--- src/rtl/mpic_pkg.sv ---
package mpic_pkg;

  localparam int LVL_W = 4;
  localparam int NLVL  = 1 << LVL_W;

  // implemented device positions and storable CPU pending bits
  localparam logic [31:0] DEV_VALID = 32'h707F_FF80;
  localparam logic [31:0] CPU_VALID = 32'hFFFE_FFFE;

  // CPU window offsets
  localparam int CPU_PEND_OFF = 0;
  localparam int CPU_CLR_OFF  = 4;
  localparam int CPU_SET_OFF  = 8;

  // master window offsets
  localparam int MST_PEND_OFF = 0;
  localparam int MST_MASK_OFF = 4;
  localparam int MST_CLR_OFF  = 8;
  localparam int MST_SET_OFF  = 12;
  localparam int MST_TGT_OFF  = 16;

  localparam int GLOBAL_BIT = 31;

  // fixed level for each device source position
  function automatic logic [LVL_W-1:0] src_level(input int b);
    logic [LVL_W-1:0] l;
    if (b >= 28 && b <= 30)    l = 4'd15;
    else if (b >= 7 && b <= 13) l = LVL_W'(2 * (b - 7) + 1);
    else begin
      case (b)
        22, 21:  l = 4'd11;
        20:      l = 4'd9;
        19:      l = 4'd10;
        18:      l = 4'd4;
        17:      l = 4'd13;
        16:      l = 4'd6;
        15, 14:  l = 4'd12;
        default: l = 4'd0;
      endcase
    end
    return l;
  endfunction

endpackage

--- src/rtl/mpic_prio_enc.sv ---
module mpic_prio_enc
  import mpic_pkg::*;
#(
  parameter int N = NLVL
) (
  input  logic [N-1:0]     req,
  output logic [LVL_W-1:0] lvl
);

  always_comb begin
    lvl = '0;
    for (int i = 0; i < N; i++) begin
      if (req[i]) lvl = LVL_W'(i);
    end
  end

endmodule

--- src/rtl/mpic_cpu_slot.sv ---
module mpic_cpu_slot
  import mpic_pkg::*;
(
  input  logic             clk,
  input  logic             rst,
  input  logic             set_we,
  input  logic             clr_we,
  input  logic [31:0]      wdata,
  input  logic             is_tgt,
  input  logic [NLVL-1:0]  dev_vec,
  output logic [31:0]      pend_q,
  output logic [LVL_W-1:0] lvl_o
);

  logic [NLVL-1:0]  req;
  logic [LVL_W-1:0] lvl_d;
  logic [31:0]      wmask;

  assign wmask = wdata & CPU_VALID;

  always_ff @(posedge clk) begin
    if (rst)         pend_q <= '0;
    else if (set_we) pend_q <= pend_q | wmask;
    else if (clr_we) pend_q <= pend_q & ~wmask;
  end

  // hardware half and software half share the level index
  assign req = pend_q[31:16] | pend_q[15:0] | (is_tgt ? dev_vec : '0);

  mpic_prio_enc #(.N(NLVL)) i_enc (.req(req), .lvl(lvl_d));

  always_ff @(posedge clk) begin
    if (rst) lvl_o <= '0;
    else     lvl_o <= lvl_d;
  end

  // written ones become set
  a_r2_set_bits: assert property (@(posedge clk) disable iff (rst)
    set_we |=> ((pend_q & $past(wdata & CPU_VALID)) == $past(wdata & CPU_VALID)));
  // written ones become clear
  a_r3_clr_bits: assert property (@(posedge clk) disable iff (rst)
    (clr_we && !set_we) |=> ((pend_q & $past(wdata)) == 32'h0));
  // zero bits have no effect
  a_r2_zero_hold: assert property (@(posedge clk) disable iff (rst)
    (set_we || clr_we) |=> ((pend_q & ~$past(wdata)) == ($past(pend_q) & ~$past(wdata))));
  // a CPU that is not the target with nothing pending stays at level 0
  a_r8_idle_zero: assert property (@(posedge clk) disable iff (rst)
    (!is_tgt && pend_q == 32'h0) |=> (lvl_o == '0));

endmodule

--- src/rtl/mpic_master.sv ---
module mpic_master
  import mpic_pkg::*;
#(
  parameter int NUM_CPU = 4,
  localparam int TGT_W  = (NUM_CPU > 1) ? $clog2(NUM_CPU) : 1
) (
  input  logic             clk,
  input  logic             rst,
  input  logic [31:0]      dev_irq,
  input  logic             mclr_we,
  input  logic             mset_we,
  input  logic             tgt_we,
  input  logic [31:0]      wdata,
  output logic [31:0]      dev_q,
  output logic [31:0]      mask_q,
  output logic [TGT_W-1:0] tgt_q,
  output logic [NLVL-1:0]  dev_vec
);

  always_ff @(posedge clk) begin
    if (rst) dev_q <= '0;
    else     dev_q <= dev_irq & DEV_VALID;
  end

  always_ff @(posedge clk) begin
    if (rst)          mask_q <= '1;
    else if (mset_we) mask_q <= mask_q | wdata;
    else if (mclr_we) mask_q <= mask_q & ~wdata;
  end

  always_ff @(posedge clk) begin
    if (rst) tgt_q <= '0;
    else if (tgt_we && wdata < 32'(NUM_CPU)) tgt_q <= wdata[TGT_W-1:0];
  end

  always_comb begin
    dev_vec = '0;
    for (int b = 0; b < 32; b++) begin
      if (DEV_VALID[b] && dev_q[b] && !mask_q[b] && !mask_q[GLOBAL_BIT])
        dev_vec[src_level(b)] = 1'b1;
    end
  end

  // set register raises mask bits
  a_r5_mask_set: assert property (@(posedge clk) disable iff (rst)
    mset_we |=> ((mask_q & $past(wdata)) == $past(wdata)));
  // clear register lowers mask bits
  a_r5_mask_clr: assert property (@(posedge clk) disable iff (rst)
    (mclr_we && !mset_we) |=> ((mask_q & $past(wdata)) == 32'h0));
  // global mask blocks every source
  a_r7_global_block: assert property (@(posedge clk) disable iff (rst)
    mask_q[GLOBAL_BIT] |-> (dev_vec == '0));
  // target always names an existing CPU
  a_r9_tgt_range: assert property (@(posedge clk) disable iff (rst)
    32'(tgt_q) < 32'(NUM_CPU));

endmodule

--- src/rtl/mpic_top.sv ---
module mpic_top
  import mpic_pkg::*;
#(
  parameter int NUM_CPU    = 4,
  parameter int ADDR_W     = 16,
  parameter int PAGE_SHIFT = 12
) (
  input  logic                     clk,
  input  logic                     rst,
  input  logic [ADDR_W-1:0]        bus_addr,
  input  logic                     bus_wr,
  input  logic                     bus_rd,
  input  logic [31:0]              bus_wdata,
  output logic [31:0]              bus_rdata,
  input  logic [31:0]              dev_irq,
  output logic [LVL_W*NUM_CPU-1:0] cpu_lvl
);

  localparam int PAGE_W = ADDR_W - PAGE_SHIFT;
  localparam int TGT_W  = (NUM_CPU > 1) ? $clog2(NUM_CPU) : 1;
  localparam logic [PAGE_W-1:0]     MST_PAGE = PAGE_W'(NUM_CPU);
  localparam logic [PAGE_SHIFT-1:0] O_CPEND  = PAGE_SHIFT'(CPU_PEND_OFF);
  localparam logic [PAGE_SHIFT-1:0] O_CCLR   = PAGE_SHIFT'(CPU_CLR_OFF);
  localparam logic [PAGE_SHIFT-1:0] O_CSET   = PAGE_SHIFT'(CPU_SET_OFF);
  localparam logic [PAGE_SHIFT-1:0] O_MPEND  = PAGE_SHIFT'(MST_PEND_OFF);
  localparam logic [PAGE_SHIFT-1:0] O_MMASK  = PAGE_SHIFT'(MST_MASK_OFF);
  localparam logic [PAGE_SHIFT-1:0] O_MCLR   = PAGE_SHIFT'(MST_CLR_OFF);
  localparam logic [PAGE_SHIFT-1:0] O_MSET   = PAGE_SHIFT'(MST_SET_OFF);
  localparam logic [PAGE_SHIFT-1:0] O_MTGT   = PAGE_SHIFT'(MST_TGT_OFF);

  logic [PAGE_W-1:0]     page;
  logic [PAGE_SHIFT-1:0] off;
  logic                  mst_sel;
  logic [31:0]           dev_q, mask_q;
  logic [TGT_W-1:0]      tgt_q;
  logic [NLVL-1:0]       dev_vec;
  logic [31:0]           pend_w [NUM_CPU];
  logic [31:0]           rd_mux;

  assign page    = bus_addr[ADDR_W-1:PAGE_SHIFT];
  assign off     = bus_addr[PAGE_SHIFT-1:0];
  assign mst_sel = (page == MST_PAGE);

  mpic_master #(.NUM_CPU(NUM_CPU)) i_master (
    .clk     (clk),
    .rst     (rst),
    .dev_irq (dev_irq),
    .mclr_we (bus_wr && mst_sel && off == O_MCLR),
    .mset_we (bus_wr && mst_sel && off == O_MSET),
    .tgt_we  (bus_wr && mst_sel && off == O_MTGT),
    .wdata   (bus_wdata),
    .dev_q   (dev_q),
    .mask_q  (mask_q),
    .tgt_q   (tgt_q),
    .dev_vec (dev_vec)
  );

  for (genvar c = 0; c < NUM_CPU; c++) begin : g_cpu
    logic hit;
    assign hit = (page == PAGE_W'(c));
    mpic_cpu_slot i_slot (
      .clk     (clk),
      .rst     (rst),
      .set_we  (bus_wr && hit && off == O_CSET),
      .clr_we  (bus_wr && hit && off == O_CCLR),
      .wdata   (bus_wdata),
      .is_tgt  (tgt_q == TGT_W'(c)),
      .dev_vec (dev_vec),
      .pend_q  (pend_w[c]),
      .lvl_o   (cpu_lvl[c*LVL_W +: LVL_W])
    );
  end

  always_comb begin
    rd_mux = '0;
    for (int c = 0; c < NUM_CPU; c++) begin
      if (page == PAGE_W'(c) && off == O_CPEND) rd_mux = pend_w[c];
    end
    if (mst_sel) begin
      case (off)
        O_MPEND: rd_mux = dev_q;
        O_MMASK: rd_mux = mask_q;
        O_MTGT:  rd_mux = 32'(tgt_q);
        default: rd_mux = '0;
      endcase
    end
  end

  always_ff @(posedge clk) begin
    if (rst)         bus_rdata <= '0;
    else if (bus_rd) bus_rdata <= rd_mux;
  end

  // read data holds between reads
  a_r10_rd_hold: assert property (@(posedge clk) disable iff (rst)
    !bus_rd |=> $stable(bus_rdata));
  // pending never shows unimplemented positions
  a_r6_pend_valid: assert property (@(posedge clk) disable iff (rst)
    (dev_q & ~DEV_VALID) == 32'h0);

endmodule

--- config.mk ---
export PLATFORM = sky130hd
export DESIGN_NAME = mpic_top
export DESIGN_NICKNAME = d
export VERILOG_FILES = /design/src/rtl/mpic_pkg.sv /design/src/rtl/mpic_prio_enc.sv /design/src/rtl/mpic_cpu_slot.sv /design/src/rtl/mpic_master.sv /design/src/rtl/mpic_top.sv
export SDC_FILE = /design/constraint.sdc
export NUM_CORES = 1
export LEC_CHECK = 0
export CAP_MARGIN = 30
export CORE_MARGIN = 2
export CORE_UTILIZATION = 30
export DETAILED_ROUTE_END_ITERATION = 16
export PLACE_DENSITY_LB_ADDON = 0.12
export SKIP_LAST_GASP = 1
export SYNTH_ARGS = -nofsm -noshare
export SYNTH_HDL_FRONTEND = slang
export SYNTH_SLANG_ARGS = --single-unit
--- constraint.sdc ---
create_clock -name clk -period 2.8 [get_ports clk]
set_clock_uncertainty 0.2 [all_clocks]
set_input_delay 0.56 -clock clk [delete_from_list [all_inputs] [get_ports clk]]
set_output_delay 0.56 -clock clk [all_outputs]
set_load 0.03 [all_outputs]
==> results of run 1 <==
==> kinds of logic (layout without fill, tap and decap cells) <==
family	count (synthesis)	after routing
compound gates	526	526
xor+xnor	1	1
buf+inv	145	308
flops	221	221
mux	28	28
simple gates	488	488
==> metrics by stage <==
step	TNS, ns	instance area (sq um)	hold slack, ns
after global placement	-63.37	13400	0.256
after global routing	0	14300	0.193
after detailed placement	-68.82	13400	0.260
final	0	14300	0.194
after CTS	0	14300	0.170
after floorplan	0	10800	0.257
==> path summary, 6_finish.rpt <==
| path | to | cells past startpoint |
|---|---|---|
| worst min-delay path | i_master.tgt_q[1] | 2 |
| worst max register to register | g_cpu[2].i_slot.lvl_o[0] | 8 |
| worst min register to register | bus_rdata[16] | 2 |
| worst max-delay path | g_cpu[2].i_slot.lvl_o[0] | 8 |
==> power groups by stage <==
stage | clock, mW | combinational, mW | sequential, mW
2_1_floorplan | 0 | 0.224 | 3.28
3_3_place_gp | 0 | 0.563 | 3.26
3_5_place_dp | 0 | 0.564 | 3.26
4_1_cts | 3.58 | 0.566 | 3.19
5_1_grt | 3.69 | 0.603 | 3.20
6_report | 3.52 | 0.572 | 3.19
==> critical path, delay by kind of cell (launching register included) <==
kind                   cells  cell delay, ns
AND/OR/NAND/NOR            1            0.54
buffers and inverters      2            0.36
AO/OA/AOI/OAI              5            1.17
flip-flops                 1            0.39
==> synth_stat cells (3+ instances only) <==
library cell	count
nand3_1	13
or3_1	5
nand3b_1	3
o221ai_1	8
a211oi_1	19
a21oi_1	163
buf_1	3
nor2b_1	26
a2111oi_0	5
o21a_1	4
inv_1	8
nand4_1	3
a311o_1	32
a311oi_1	10
nor3_1	11
nor4_1	27
dfxtp_1	221
o31ai_1	7
a22oi_1	7
or4_1	7
nor2_1	76
a222oi_1	21
nand2_1	284
o21ai_0	157
clkbuf_1	117
o31a_1	6
nand2b_1	15
o2111ai_1	3
buf_2	14
a211o_1	4
a221oi_1	14
mux2_2	11
a31oi_1	10
o22ai_1	9
mux2i_1	17
a31o_2	7
a21boi_0	30
==> area by class of cell <==
cell class | count | share of cell area [%]
inverters | 8 | 0.210
repair buffers | 250 | 17.3
multi-input cells | 1043 | 41.3
well taps | 461 | 4.04
clock buffers | 40 | 5.43
clock inverters | 10 | 0.789
flip-flops and latches | 221 | 31.0
==> metal layers <==
metal | wire length (um) | up-vias
met3 | 3320 | 83
met5 | 0 | -
li1 | - | 5397
met1 | 23500 | 5633
met2 | 22300 | 483
met4 | 1820 | 0
==> what timing repair did <==
item                                    4_1_cts  5_1_grt
resized for setup                             0        3
endpoints found under the setup margin        0       15
setup buffers                                 0        0
==> impl_metrics.tcl, run 1 <==
set metrics [dict create \
    cts_max_path_buffers 3 \
    grt_pass1_wl_um 74800 \
    power_mw 7.29 \
    dp.final_hpwl_um 37100 \
    synth_top_cell_by_area "dfxtp_1" \
    core_area_sq_um 35600 \
    critPathMaxStageDelay_ns 0.54 \
    finalWirelength_um 51000 \
    cts_sinks 221 \
    clk_pin_slew_ns 0.06 \
    synth_ff_type "dfxtp_1" \
    p_sw_mw 1.78 \
    worst_setup_path_start_kind "register" \
    fin_crit_ns 2.73 \
    diodes 0 \
    place.gp.congestion 0.971 \
    worst_slew_pin_slew_ns 0.693 \
    outcome "finished, final reports clean" \
    grt_pass1_vias 10900 \
    cts_inserted_buffers 27 \
    htreeDepth 1 \
    root_buffer "clkbuf_16" \
    drive_gt1_share_pct 13.9 \
    synth_xor_area_share_pct 0.0808 \
    async_flop_share_pct 0 \
    syn_inst 1409 \
    use_met3_pct 3.29 \
    timing.fmax_mhz 366 \
    power_frac_seq_pct 43.8 \
    finalHoldViolations 0 \
    met1_usage_pct 37.8 \
    slowest_stage "or3b_2" \
    synthAdderAreaFrac_pct 0 \
    clock_latency_ns 0.55 \
    required_ns 3.09 \
    setup_slack_ns 0.0658 \
    swShare_pct 24.4 \
    cp_cell_sequence "or3b_2 > buf_4 > o21ai_0 > a21oi_1 > o221ai_1 > o2111ai_1 > a31oi_1 > buf_4" \
    period_share_pct 97.7 \
    combPwrFrac_pct 7.8 \
    layout_common_cells "nand2_1, dfxtp_1, a21oi_1" \
    synth_area_leaders "dfxtp_1, nand2_1, a21oi_1, o21ai_0, clkbuf_1" \
    dr.pass1.iters 5 \
    intPower_mw 5.51 \
    setup_violations 0 \
    ctsHoldBuffers 0 \
    fin_cells 2033 \
    area_growth_syn_to_layout_pct 31.7 \
    layout_commonest_cell "nand2_1" \
    die_area_sq_um 37700 \
    end_kind "register" \
    fin_util_pct 40.1 \
    synthMuxAreaShare_pct 2.71 \
    peakVddDrop_mv 0.488 \
    cpMostUsedCell "buf_4" \
    critPathMaxFanout 4 \
    via_per_inst 5.70 \
    cp.arrival_ns 3.02 \
    rsz0062_at_grt "false" \
    synth_top_family_by_area "compound AO/OA/AOI/OAI gates" \
    overflow 0 \
    cts_tree "done" \
    synth-edff-count 0 \
    fillers 3695 \
    finalMaxSlewViolations 0 \
    vias 11600 \
    synth_compound_area_share_pct 30.7 \
    initial_core_util_pct 30.5 \
    yosysSeqAreaShare_pct 40.8 \
    grt_max_degree 83 \
    synth.avg_cell_area_sq_um 7.69 \
    die_h_um 194 \
    drc 0 \
    pin_count 132 \
    hold_start "rst" \
    yosys.area.top_type_share_pct 40.8 \
    synthSimpleGateAreaFrac_pct 20.3 \
    maxCapViolCount 0 \
    wire_per_inst_um 25.1 \
    synth_nets 1493 \
    drt_iter0_drc 1355 \
    reg2reg_slack_ns 0.07 \
    hp-class "in -> reg" \
    path_class "reg -> reg" \
    ys_types 61 \
    clkPwrFrac_pct 48.3 \
    relSlewSlack_pct 53.5 \
    ys_ff_latch 221 \
    ant_nets 0 \
    antenna_found_initial 1 \
    met2_usage_pct 40.5 \
    yosysWarnings 0 \
    powerDensity_nw_per_um2 511 \
    multiInputGateArea_sq_um 5890 \
    port_buffers 118 \
    seq_area_sq_um 4420 \
    netlist_area_sq_um 10800 \
    power_leakage_nw 4.70 \
    fp.dieW_um 194 \
    gr-max-usage-layer "met2" \
    dp_cells 1983 \
    finalNetCount 1635 \
    rows 69 \
    pre_cts_ws_ns -0.463 \
    grt.total_usage_pct 26.2 \
]
No activity file was read; power rests on OpenSTA's default activity.
==> run 2: changes to the inputs <==
CORE_UTILIZATION = 41   (was 30)
PLACE_DENSITY = 0.7   (was unset)
PLACE_DENSITY_LB_ADDON = unset   (was 0.12)
==> impl_metrics.tcl, run 2 (synthesized netlist as in run 1, its figures left out) <==
set metrics [dict create \
    rsz0062_at_grt "false" \
    hold_ws_ns 0.269 \
    critPathMaxFanout 6 \
    dpl_cell_area_sq_um 13100 \
    layout_commonest_cell "nand2_1" \
    use_met3_pct 6.94 \
    cts_max_path_buffers 3 \
    worstRegToRegCells 6 \
    maxCapViolCount 0 \
    drc 0 \
    path_class "reg -> reg" \
    diodes 0 \
    area_growth_syn_to_layout_pct 29.2 \
    grt.total_usage_pct 31.8 \
    gr-max-usage-layer "met2" \
    timing.fmax_mhz 373 \
    met2_usage_pct 49.0 \
    dr.pass1.iters 8 \
    vias 11900 \
    cts_inserted_buffers 24 \
    root_buffer "clkbuf_16" \
    core_area_sq_um 26000 \
    drive_gt1_share_pct 13.9 \
    grt_pass1_vias 11000 \
    finalHoldViolations 0 \
    worst_slew_pin_slew_ns 0.834 \
    rows 59 \
    cts_sinks 221 \
    outcome "finished, final reports clean" \
    place.gp.congestion 1.09 \
    hp-class "reg -> reg" \
    hold_path_depth 2 \
    peakVddDrop_mv 0.418 \
    slowest_stage "or3b_2" \
    wire_per_inst_um 24.0 \
    dp.final_hpwl_um 33600 \
    clock_latency_ns 0.53 \
    die_h_um 167 \
    finalWirelength_um 45700 \
    via_per_inst 6.27 \
    initial_core_util_pct 41.7 \
    critPathMaxStageDelay_ns 0.57 \
    finalMaxSlewViolations 0 \
    cp_cell_sequence "or3b_2 > o21ai_0 > a21oi_1 > o221ai_1 > o2111ai_1 > a31oi_1" \
    pin_count 132 \
    cts_tree "done" \
    cp.arrival_ns 2.92 \
    met1_usage_pct 42.6 \
    period_share_pct 95.8 \
    powerDensity_nw_per_um2 511 \
    die_area_sq_um 27800 \
    grt_pass1_wl_um 68300 \
    overflow 0 \
    port_buffers 118 \
    setup_violations 0 \
    grt_max_degree 78 \
    relSlewSlack_pct 44.0 \
    setup_tns_ns 0 \
    finalNetCount 1633 \
    fin_area_sq_um 14000 \
    worst_setup_path_start_kind "register" \
    power_leakage_nw 4.67 \
    antenna_found_initial 2 \
    clk_pin_slew_ns 0.06 \
    end_kind "register" \
    htreeDepth 1 \
    layout_common_cells "nand2_1, dfxtp_1, a21oi_1" \
    ant_nets 0 \
    drt_iter0_drc 1720 \
    power_mw 7.16 \
    required_ns 3.04 \
    fp.dieW_um 167 \
    fin_crit_ns 2.68 \
]
-- run 2: worst paths after layout --
| path | start | end | slack [ns] |
|---|---|---|---|
| setup / recovery | register | g_cpu[2].i_slot.lvl_o[0] | 0.12 |
| hold / removal | bus_rdata[0] | bus_rdata[0] | 0.27 |
| setup reg to reg | register | g_cpu[2].i_slot.lvl_o[0] | 0.12 |
| hold reg to reg | bus_rdata[0] | bus_rdata[0] | 0.27 |
-- run 2: area by class of cell --
class | instances | area (sq um)
flip-flops and latches | 221 | 4420
clock inverters | 13 | 151
repair buffers | 251 | 2400
clock buffers | 31 | 698
multi-input cells | 1043 | 5880
well taps | 335 | 419
fillers | 2451 | 12000
inverters | 8 | 30.0
-- run 2: worst max-delay path, delay by kind of cell, from the launching register on --
kind / cells / cell delay (ns)
compound gates: 5 / 1.38
simple gates: 1 / 0.57
flops: 1 / 0.44
-- run 2: repair_timing --
| item | CTS | global route |
|---|---|---|
| setup buffers | 0 | 0 |
| resized for setup | 0 | 3 |
| endpoints found under the setup margin | 0 | 35 |
| hold buffers | 0 | 0 |
-- run 2: routing by layer --
layer	routed length, um	vias up
met2	19800	779
li1	-	5379
met3	5050	132
met4	2290	0
met1	18600	5627
met5	0	-
-- run 2: stage by stage --
step / utilization [%] / cells / worst slack [ns]
2_1_floorplan: - / 1409 / 0.0718
3_3_place_gp: 50.6 / 1858 / -0.345
3_5_place_dp: 50.6 / 1858 / -0.418
4_1_cts: 53.8 / 1902 / 0.108
5_1_grt: 53.9 / 1902 / 0.0275
6_report: 53.9 / 1902 / 0.119
-- run 2: power breakdown --
part / switching [mW] / leakage, nW / internal [mW]
combinational: 0.332 / 2.46 / 0.240
sequential: 0.0205 / 1.79 / 3.17
clock: 1.35 / 0.416 / 2.04
==> run 3: changes to the inputs <==
PLACE_DENSITY = 0.69   (was 0.7)
SYNTH_HIERARCHICAL = 1   (was unset)
==> impl_metrics.tcl, run 3 <==
set metrics [dict create \
    setup_tns_ns 0 \
    ant_nets 0 \
    layout_common_cells "dfxtp_1, nand2_1, a21bo_1" \
    dp_cells 1825 \
    yosysWarnings 6 \
    antenna_found_initial 0 \
    htreeDepth 1 \
    timing.fmax_mhz 361 \
    period_share_pct 99.0 \
    finalMaxSlewViolations 0 \
    synth.avg_cell_area_sq_um 9.29 \
    met1_usage_pct 37.3 \
    worst_slew_pin_slew_ns 0.914 \
    area_growth_syn_to_layout_pct 24.7 \
    dr.pass1.iters 5 \
    outcome "finished, final reports clean" \
    clock_latency_ns 0.55 \
    cts_max_path_buffers 3 \
    grt_pass1_vias 10900 \
    finalWirelength_um 43500 \
    overflow 0 \
    peakVddDrop_mv 0.499 \
    clk_pin_slew_ns 0.06 \
    vias 11400 \
    rsz0062_at_grt "true" \
    worst_setup_path_start_kind "primary input" \
    root_buffer "clkbuf_16" \
    critPathMaxStageDelay_ns 0.54 \
    drt_iter0_drc 1212 \
    gr-max-usage-layer "met2" \
    finalHoldViolations 0 \
    crit_buf_inv 3 \
    syn_inst 1315 \
    power_mw 7.13 \
    critPathMaxFanout 2 \
    slowest_stage "or4_4" \
    setup_violations 0 \
    drive_gt1_share_pct 23.4 \
    cts_sinks 221 \
    cp_cell_sequence "buf_6 > or4_4 > buf_6 > nor4b_4 > buf_4 > and3_4 > nor4b_4 > nand4_1 > nor2_2 > mux2i_1" \
    cts_tree "done" \
    core_area_sq_um 29500 \
    dp.final_hpwl_um 30900 \
    ctsHoldBuffers 0 \
    crit_family "simple AND/OR/NAND/NOR gates" \
    via_per_inst 6.09 \
    cts_inserted_buffers 26 \
    diodes 0 \
    grt_max_degree 73 \
    use_met3_pct 4.45 \
    required_ns 3.05 \
    die_h_um 177 \
    initial_core_util_pct 41.4 \
    maxCapViolCount 0 \
    fin_util_pct 51.7 \
    grt.total_usage_pct 27.6 \
    finalNetCount 1553 \
    fin_cells 1878 \
    grt_pass1_wl_um 66300 \
    fillers 2719 \
    relSlewSlack_pct 39.1 \
    power_leakage_nw 5.91 \
    fin_crit_ns 2.77 \
    path_class "in -> reg" \
    cp.arrival_ns 3.03 \
    netlist_area_sq_um 12200 \
    rows 63 \
    met2_usage_pct 43.6 \
    layout_commonest_cell "dfxtp_1" \
    drc 0 \
    powerDensity_nw_per_um2 468 \
    hold_ws_ns 0.0512 \
    end_kind "register" \
    place.gp.congestion 0.928 \
    die_area_sq_um 31200 \
    wire_per_inst_um 23.1 \
    port_buffers 118 \
    pin_count 132 \
    hp-class "in -> reg" \
    fp.dieW_um 177 \
]
-- run 3: cell types whose count changed in the layout (fill, tap and decap cells not counted), moves of 30 or more --
| cell | previous run | this run |
|---|---|---|
| a211o_1 | 4 | 60 |
| a21bo_1 | 0 | 116 |
| a21boi_0 | 30 | 0 |
| a21oi_1 | 163 | 11 |
| a21oi_2 | 0 | 112 |
| a221o_1 | 0 | 35 |
| a32oi_1 | 0 | 31 |
| nand2_1 | 284 | 159 |
| o21ai_0 | 156 | 10 |
-- run 3: per-stage QoR --
step | instance area [sq um] | setup WS [ns]
2_1_floorplan | 12300 | -0.0488
6_report | 15200 | 0.0279
3_3_place_gp | 14300 | -1.03
5_1_grt | 15200 | -0.0505
3_5_place_dp | 14300 | -1.03
4_1_cts | 15200 | 0.00683
-- run 3: what timing repair did --
item | in CTS | in global routing
buffers inserted | 4 | 2
gates resized for setup | 15 | 15
setup endpoints to repair | 2 | 26
pin swaps | 5 | 8
-- run 3: power by group --
part	internal (mW)	switching [mW]	leakage (nW)
registers	3.16	0.00910	1.79
clock network	1.97	1.36	0.421
logic	0.245	0.380	3.70
-- run 3: metal layers --
layer / up-vias / part of all wire [%] / wire (um)
li1: 5200 / - / -
met4: 0 / 4.5 / 1960
met2: 585 / 45 / 19500
met5: - / 0 / 0
met3: 97 / 8.3 / 3590
met1: 5548 / 42 / 18400
-- run 3: final cells by class --
type	count	area, sq um	share of cell area, %
tap	390	488	3.20
clock inverter	6	33.8	0.222
multi-input combinational	970	7160	47.0
sequential	221	4420	29.0
clock buffer	41	808	5.31
timing repair buffer	239	2280	15.0
inverter	11	41.3	0.271
-- run 3: path summary, 6_finish.rpt --
path / start / depth (start not counted) / to / slack (ns)
max reg2reg: register / 8 / g_cpu[3].i_slot/lvl_o[0] / 0.12
min reg2reg: bus_rdata[21] / 2 / bus_rdata[21] / 0.29
min: rst / 2 / register / 0.05
max: bus_addr[9] / 10 / i_master/tgt_q[0] / 0.03
-- run 3: worst reg2reg max path, delay by kind of cell, from the launching register on --
family                 cells  cell delay (ns)
buffers and inverters      1             0.09
AOI/OAI and AO/OA          4             1.17
and+or+nand+nor            3             0.74
DFF                        1             0.38
